## src/rtl/bytepar_pkg.sv

```systemverilog
package bytepar_pkg;
  typedef struct packed {
    logic genActive;
    logic oddActive;
    logic abFlagEn;
    logic baFlagEn;
  } parCtrl_t;
endpackage

```

## src/rtl/bytepar_ctrl.sv

```systemverilog
module bytepar_ctrl
  import bytepar_pkg::*;
(
  input  logic     genSel,
  input  logic     oddSel,
  input  logic     oeAbN,
  input  logic     oeBaN,
  output parCtrl_t ctrl
);
  always_comb begin
    ctrl.genActive = genSel;
    ctrl.oddActive = oddSel;
    ctrl.abFlagEn  = ~oeAbN;
    ctrl.baFlagEn  = ~oeBaN;
  end
endmodule

```

## src/rtl/bytepar_dpath.sv

```systemverilog
module bytepar_dpath
  import bytepar_pkg::*;
#(
  parameter int DATA_W = 16,
  parameter int BYTE_W = 8
) (
  input  logic                     clk,
  input  logic                     rstN,
  input  parCtrl_t                 ctrl,
  input  logic [DATA_W-1:0]        dataA,
  input  logic [DATA_W/BYTE_W-1:0] parInA,
  input  logic [DATA_W-1:0]        dataB,
  input  logic [DATA_W/BYTE_W-1:0] parInB,
  output logic [DATA_W/BYTE_W-1:0] parOutB,
  output logic [DATA_W/BYTE_W-1:0] parOutA,
  output logic                     pullAbLo,
  output logic                     pullBaLo
);
  localparam int NB = DATA_W / BYTE_W;

  logic [NB-1:0] sumA, sumB, genBits, errAbByte, errBaByte;

  for (genvar i = 0; i < NB; i++) begin : g_byte
    assign sumA[i]      = ^dataA[i*BYTE_W +: BYTE_W];
    assign sumB[i]      = ^dataB[i*BYTE_W +: BYTE_W];
    // a set bit turns the sum into the selected sense
    assign genBits[i]   = sumA[i] ^ ctrl.oddActive;
    assign errAbByte[i] = ~ctrl.genActive & (sumA[i] ^ parInA[i] ^ ctrl.oddActive);
    assign errBaByte[i] = sumB[i] ^ parInB[i] ^ ctrl.oddActive;
  end

  logic [NB-1:0] nextParB;
  logic          nextAb, nextBa;

  always_comb begin
    nextParB = ctrl.genActive ? genBits : parInA;
    nextAb   = ctrl.abFlagEn & (|errAbByte);
    nextBa   = ctrl.baFlagEn & (|errBaByte);
  end

  always_ff @(posedge clk or negedge rstN) begin
    if (!rstN) begin
      parOutB  <= '0;
      parOutA  <= '0;
      pullAbLo <= 1'b0;
      pullBaLo <= 1'b0;
    end else begin
      parOutB  <= nextParB;
      parOutA  <= parInB;
      pullAbLo <= nextAb;
      pullBaLo <= nextBa;
    end
  end
endmodule

```

## src/rtl/bytepar_top.sv

```systemverilog
module bytepar_top
  import bytepar_pkg::*;
#(
  parameter int DATA_W = 16,
  parameter int BYTE_W = 8
) (
  input  logic                     clk,
  input  logic                     rstN,
  input  logic                     genSel,
  input  logic                     oddSel,
  input  logic                     oeAbN,
  input  logic                     oeBaN,
  input  logic [DATA_W-1:0]        dataA,
  input  logic [DATA_W/BYTE_W-1:0] parInA,
  input  logic [DATA_W-1:0]        dataB,
  input  logic [DATA_W/BYTE_W-1:0] parInB,
  output logic [DATA_W/BYTE_W-1:0] parOutB,
  output logic [DATA_W/BYTE_W-1:0] parOutA,
  output logic                     pullAbLo,
  output logic                     pullBaLo
);
  parCtrl_t ctrl;

  bytepar_ctrl u_ctrl (
    .genSel(genSel),
    .oddSel(oddSel),
    .oeAbN (oeAbN),
    .oeBaN (oeBaN),
    .ctrl  (ctrl)
  );

  bytepar_dpath #(.DATA_W(DATA_W), .BYTE_W(BYTE_W)) u_dpath (
    .clk     (clk),
    .rstN    (rstN),
    .ctrl    (ctrl),
    .dataA   (dataA),
    .parInA  (parInA),
    .dataB   (dataB),
    .parInB  (parInB),
    .parOutB (parOutB),
    .parOutA (parOutA),
    .pullAbLo(pullAbLo),
    .pullBaLo(pullBaLo)
  );
endmodule

```

## config.mk

```make
export PLATFORM = sky130hd
export DESIGN_NAME = bytepar_top
export DESIGN_NICKNAME = d
export VERILOG_FILES = /design/src/rtl/bytepar_pkg.sv /design/src/rtl/bytepar_ctrl.sv /design/src/rtl/bytepar_dpath.sv /design/src/rtl/bytepar_top.sv
export SDC_FILE = /design/constraint.sdc
export NUM_CORES = 1
export LEC_CHECK = 0
export BUFFER_PORTS_ARGS = -buffer_cell sky130_fd_sc_hd__buf_2
export CAP_MARGIN = 10
export CORE_MARGIN = 2
export CORE_UTILIZATION = 35
export CTS_CLUSTER_DIAMETER = 200
export DETAILED_ROUTE_END_ITERATION = 10
export PLACE_DENSITY = 0.88
export SLEW_MARGIN = 20
export SYNTH_ARGS = -nofsm -noshare
export SYNTH_HDL_FRONTEND = slang
export SYNTH_SLANG_ARGS = --single-unit
```

## constraint.sdc

```tcl
create_clock -name clk -period 0.8 [get_ports clk]
set_input_delay 0.16 -clock clk [delete_from_list [all_inputs] [get_ports clk]]
set_output_delay 0.16 -clock clk [all_outputs]
set_load 0.01 [all_outputs]
```

# Yosys cells after proc, flatten, opt, wreduce, memory -nomap -nowiden
# Index checks and enable logic that the tools add are counted.
[op_classes] mux=1 n_bitwise=17 n_reduce_logical=6
[ops] op="parity 8 bit" count=4
[ops] op="XOR 1 bit" count=10
[ops] op="bitwise AND 1 bit" count=4
[ops] op="OR reduction 2 bit" count=2
[ops] op="NOT 1 bit" count=3
[ops] op="2-to-1 mux 2 bit" count=1
[totals] regBits=6 input_bits=42 output_inout_bits=6 elab_cells=28

# Longest topological paths before layout
[logic_depth] ltp_word=6 mapped_depth=5 mapped_depth_nobuf=5

# Modules after synthesis
# From an unflattened synthesis, not the netlist that was laid out.
[unflattened] cells_unflattened=47 hier_area_um2=541.8
[modules_own_cells] mod="bytepar_dpath" n_inst=1 cells_per_inst=43 area_per_inst_um2=519.2 seq_area_each_um2=150.1
[modules_own_cells] mod="bytepar_ctrl" n_inst=1 cells_per_inst=4 area_per_inst_um2=22.5 seq_area_each_um2=0.0

# Least setup slack after synthesis
# No wires, ideal clock.
[synth_timing] path_kind="in2reg" start="input port dataA[6]" end="register u_dpath.pullAbLo" setup_time_ps=87 arrival_time_ps=1197 required_ps=713 path_slack_ps=-483 path_stages=5 n_path_buf=0 path_cell_list="xnor2_1 xnor3_1 xnor2_1 xnor2_1 a211oi_2"
[synth_via] elab_chain_cells=6
[synth_lines] element="start: declaration" line_no="bytepar_top.sv:13" source="input logic [DATA_W-1:0] dataA,"
[synth_lines] element="parity 8 bit" line_no="bytepar_dpath.sv:24" source="assign sumA[i] = ^dataA[i*BYTE_W +: BYTE_W];"
[synth_lines] element="XOR 1 bit (2 in series)" line_no="bytepar_dpath.sv:28" source="assign errAbByte[i] = ~ctrl.genActive & (sumA[i] ^ parInA[i] ^ ctrl.oddActive);"
[synth_lines] element="bitwise AND 1 bit" line_no="bytepar_dpath.sv:28"
[synth_lines] element="OR reduction 2 bit" line_no="bytepar_dpath.sv:37" source="nextAb = ctrl.abFlagEn & (|errAbByte);"
[synth_lines] element="bitwise AND 1 bit" line_no="bytepar_dpath.sv:37"
[synth_lines] element="via u_dpath.nextAb" line_no="bytepar_dpath.sv:33" source="logic nextAb, nextBa;"
[synth_lines] element="end signal: assignment" line_no="bytepar_dpath.sv:50" source="pullAbLo <= nextAb;"
[synth_lines] element="end: declaration" line_no="bytepar_dpath.sv:16" source="output logic pullAbLo,"
# The timed path passes the listed nets, and every way through them passes these cells.

# Final worst setup path
[layout_timing] start="input port dataA[3]" end="register u_dpath.pullAbLo"
# The elaborated chain is that of the path after synthesis.

==> results.tsv <==
stage	metric	value	unit
power	p_leak	0.521	nW
power	max-vdd-ir-drop	0.000648	V
synth	syn-num-nets	85	
clocking	clockBufferDepth	2	
sta	setup_viol	10	
sta	finalCritPeriodShare	150	%
sta	hold_ws	0.0530	ns
outcome	violations	setup timing	
synth	synth.largest_area_cell	xnor2_1	
synth	ys_seq_area_share	28.6	%
clocking	cts-buffers-inserted	3	
clocking	cts_tree	yes	
placed_design	dpl_cell_area	820	µm²
global_routing	grt_pass1_vias	558	
floorplanning	dieArea	1820	µm²
outcome	status	finished with violations	
critical_path	worst-setup-path-type	in2reg	
global_routing	grtUsageTotal	17.4	%
sta	rsz0062_at_grt	yes	
placed_design	gp_congestion	0.675	
global_routing	top_usage_layer	met2	
drt	wl_per_cell	12.6	µm
floorplanning	fp-row-count	13	
sta	slew_violations	0	
synth	synth_mux_area_share	4.30	%
drt	via_count	504	
critical_path	critical_path.max_fanout	2	
finish	nNetsFinal	140	
synth	netlist_instances	43	
finish	drive_gt1_share	69.8	%
sta	fin_setup_tns	-1.96	ns
critical_path	worstPathRequired	0.95	ns
run	maxCapViolCount	0	
synth	synth-seq-cells	6	
sta	finalHoldViolations	0	
floorplanning	coreArea	1350	µm²
global_routing	grt_max_degree	7	
min_path	hold_end	u_dpath.parOutA[1]	
global_routing	met3_usage	3.83	%
finish	finalInstanceArea	955	µm²
critical_path	worst_ep_arrival_time	1.36	ns
finish	postLayoutCoreUtil	70.7	%
synth	syn_area	524	µm²
finish	fill_cells	93	
global_routing	antenna_found_initial	0	
floorplanning	dieWidth	42.7	µm
global_routing	gr-usage-met1	17.7	%
sta	layout_min_cycle_time	1.20	ns
synth	synth_compound_area_share	2.39	%
sta	relSlewSlack	78.8	%
synth	synth-simple-area-share	3.34	%
min_path	hp-start	parInB[1]	
critical_path	start_kind	primary input	
synth	yosys-top-cells-area	xnor2_1, dfrtp_1, xnor3_1, xor2_1, mux2_2	
power	power	1.53	mW
synth	synthDominantCellAreaShare	33.4	%
floorplanning	io_pins	48	
clocking	ctsRootBufferMaster	clkbuf_4	
sta	setup_ws	-0.402	ns
sta	fmax	832	MHz
global_routing	overflow	0	
drt	drc	0	
drt	ant_nets	0	
sta	tightest_slew	0.316	ns
clocking	h-tree-depth	1	
global_routing	gr-usage-met2	33.9	%
finish	antenna_cells	0	
critical_path	end_kind	flop	
drt	firstDrtPassIters	3	
synth	yosysUniqueCellTypes	10	
min_path	whs_path_depth	1	
floorplanning	die_h	42.7	µm
global_routing	grt_pass1_wl	2330	µm
synth	syn_avg_cell_area	12.2	µm²
finish	syn_to_final_growth	82.1	%
drt	wl	1390	µm
drt	drt_iter0_drc	1	
drt	drt-vias-per-instance	4.54	
clocking	path_clk_slew	0.05	ns
synth	synth_top_family_by_area	XOR/XNOR gates	
synth	synthAdderAreaFrac	0	%
synth	synth_warnings	0	
min_path	min_path_type	in2reg	
floorplanning	start_util	38.8	%
clocking	cts_sinks	6	
power	p_per_area	1600	nW/µm²
synth	synth_xor_area_share	60.6	%
placed_design	portBuffers	47	
[power by group]
part | leakage, nW | total [mW] | switching (mW) | internal, mW
clock | 0.0138 | 0.274 | 0.105 | 0.169
combinational | 0.435 | 0.882 | 0.349 | 0.533
sequential | 0.0720 | 0.371 | 0.0129 | 0.358
[synth_stat cells]
cell type and count:
xnor2_1 20, dfrtp_1 6, xor2_1 6, xnor3_1 4, mux2_2 2, a211oi_2 1
inv_1 1, nand3_1 1, nor3_1 1, nor3b_1 1
[cell families (layout without fill, tap and decap cells)]
family / count (synthesis) / count (layout)
flops: 6 / 6
mux: 2 / 2
buf+inv: 1 / 54
xor+xnor: 30 / 30
simple gates: 3 / 3
compound gates: 1 / 1
[metal layers]
metal | vias to the layer above | share of wire [%]
met5 | - | 0
met4 | 0 | 0.72
met3 | 2 | 7.0
met2 | 25 | 58
met1 | 231 | 34
li1 | 246 | -
[registers in the layout (all words and copies together) (netlist names)]
| name | flops |
|---|---|
| u_dpath.parOutA | 2 |
| u_dpath.parOutB | 2 |
| u_dpath.pullBaLo | 1 |
| u_dpath.pullAbLo | 1 |
[worst max path at each step]
stage / from / to / slack (ns) / cells after the start
3_3_place_gp: dataA[12] / u_dpath.pullAbLo / -0.64 / 6
5_1_grt: dataA[12] / u_dpath.pullAbLo / -0.45 / 6
3_5_place_dp: dataA[1] / u_dpath.pullAbLo / -0.70 / 6
2_1_floorplan: dataA[12] / u_dpath.pullAbLo / -0.46 / 5
4_1_cts: dataA[12] / u_dpath.pullAbLo / -0.41 / 6
6_report: dataA[3] / u_dpath.pullAbLo / -0.40 / 6
[critical path, stage by stage]
cell	delay [ns]
buf_6	0.09
xnor2_2	0.13
xnor3_1	0.45
xnor2_2	0.18
xnor2_2	0.17
a211oi_2	0.18
[layout make-up]
type	count	area (µm²)	share of cell area, %
sequential	6	150	15.7
timing repair buffer	50	292	30.5
tap	15	18.8	1.97
clock buffer	3	22.5	2.36
multi-input combinational	36	468	49.0
inverter	1	3.75	0.393
[metrics by stage]
stage                     instances  setup WS, ns
after floorplan                  43        -0.465
after global placement          107        -0.636
after detailed placement        107        -0.696
after CTS                       111        -0.408
after global routing            111        -0.448
final                           111        -0.402
[timing repair]
item / in CTS / in global routing
hold endpoints to repair: 6 / 0
setup endpoints to repair: 10 / 10
gates resized for setup: 6 / 9
buffers inserted: 0 / 0
hold buffers: 1 / 0
pin swaps: 2 / 5
[layout by cell type, fill, tap and decap left out]
cell type	n
nand3_1	1
mux2_4	2
buf_4	2
nor3_1	1
buf_2	42
nor3b_1	1
xnor2_1	8
xor2_1	6
inv_1	1
xnor2_2	12
buf_6	5
a211oi_2	1
xnor3_1	4
dlygate4sd3_1	1
clkbuf_4	3
dfrtp_1	6
Note: power is estimated with default switching activity, not from simulation.
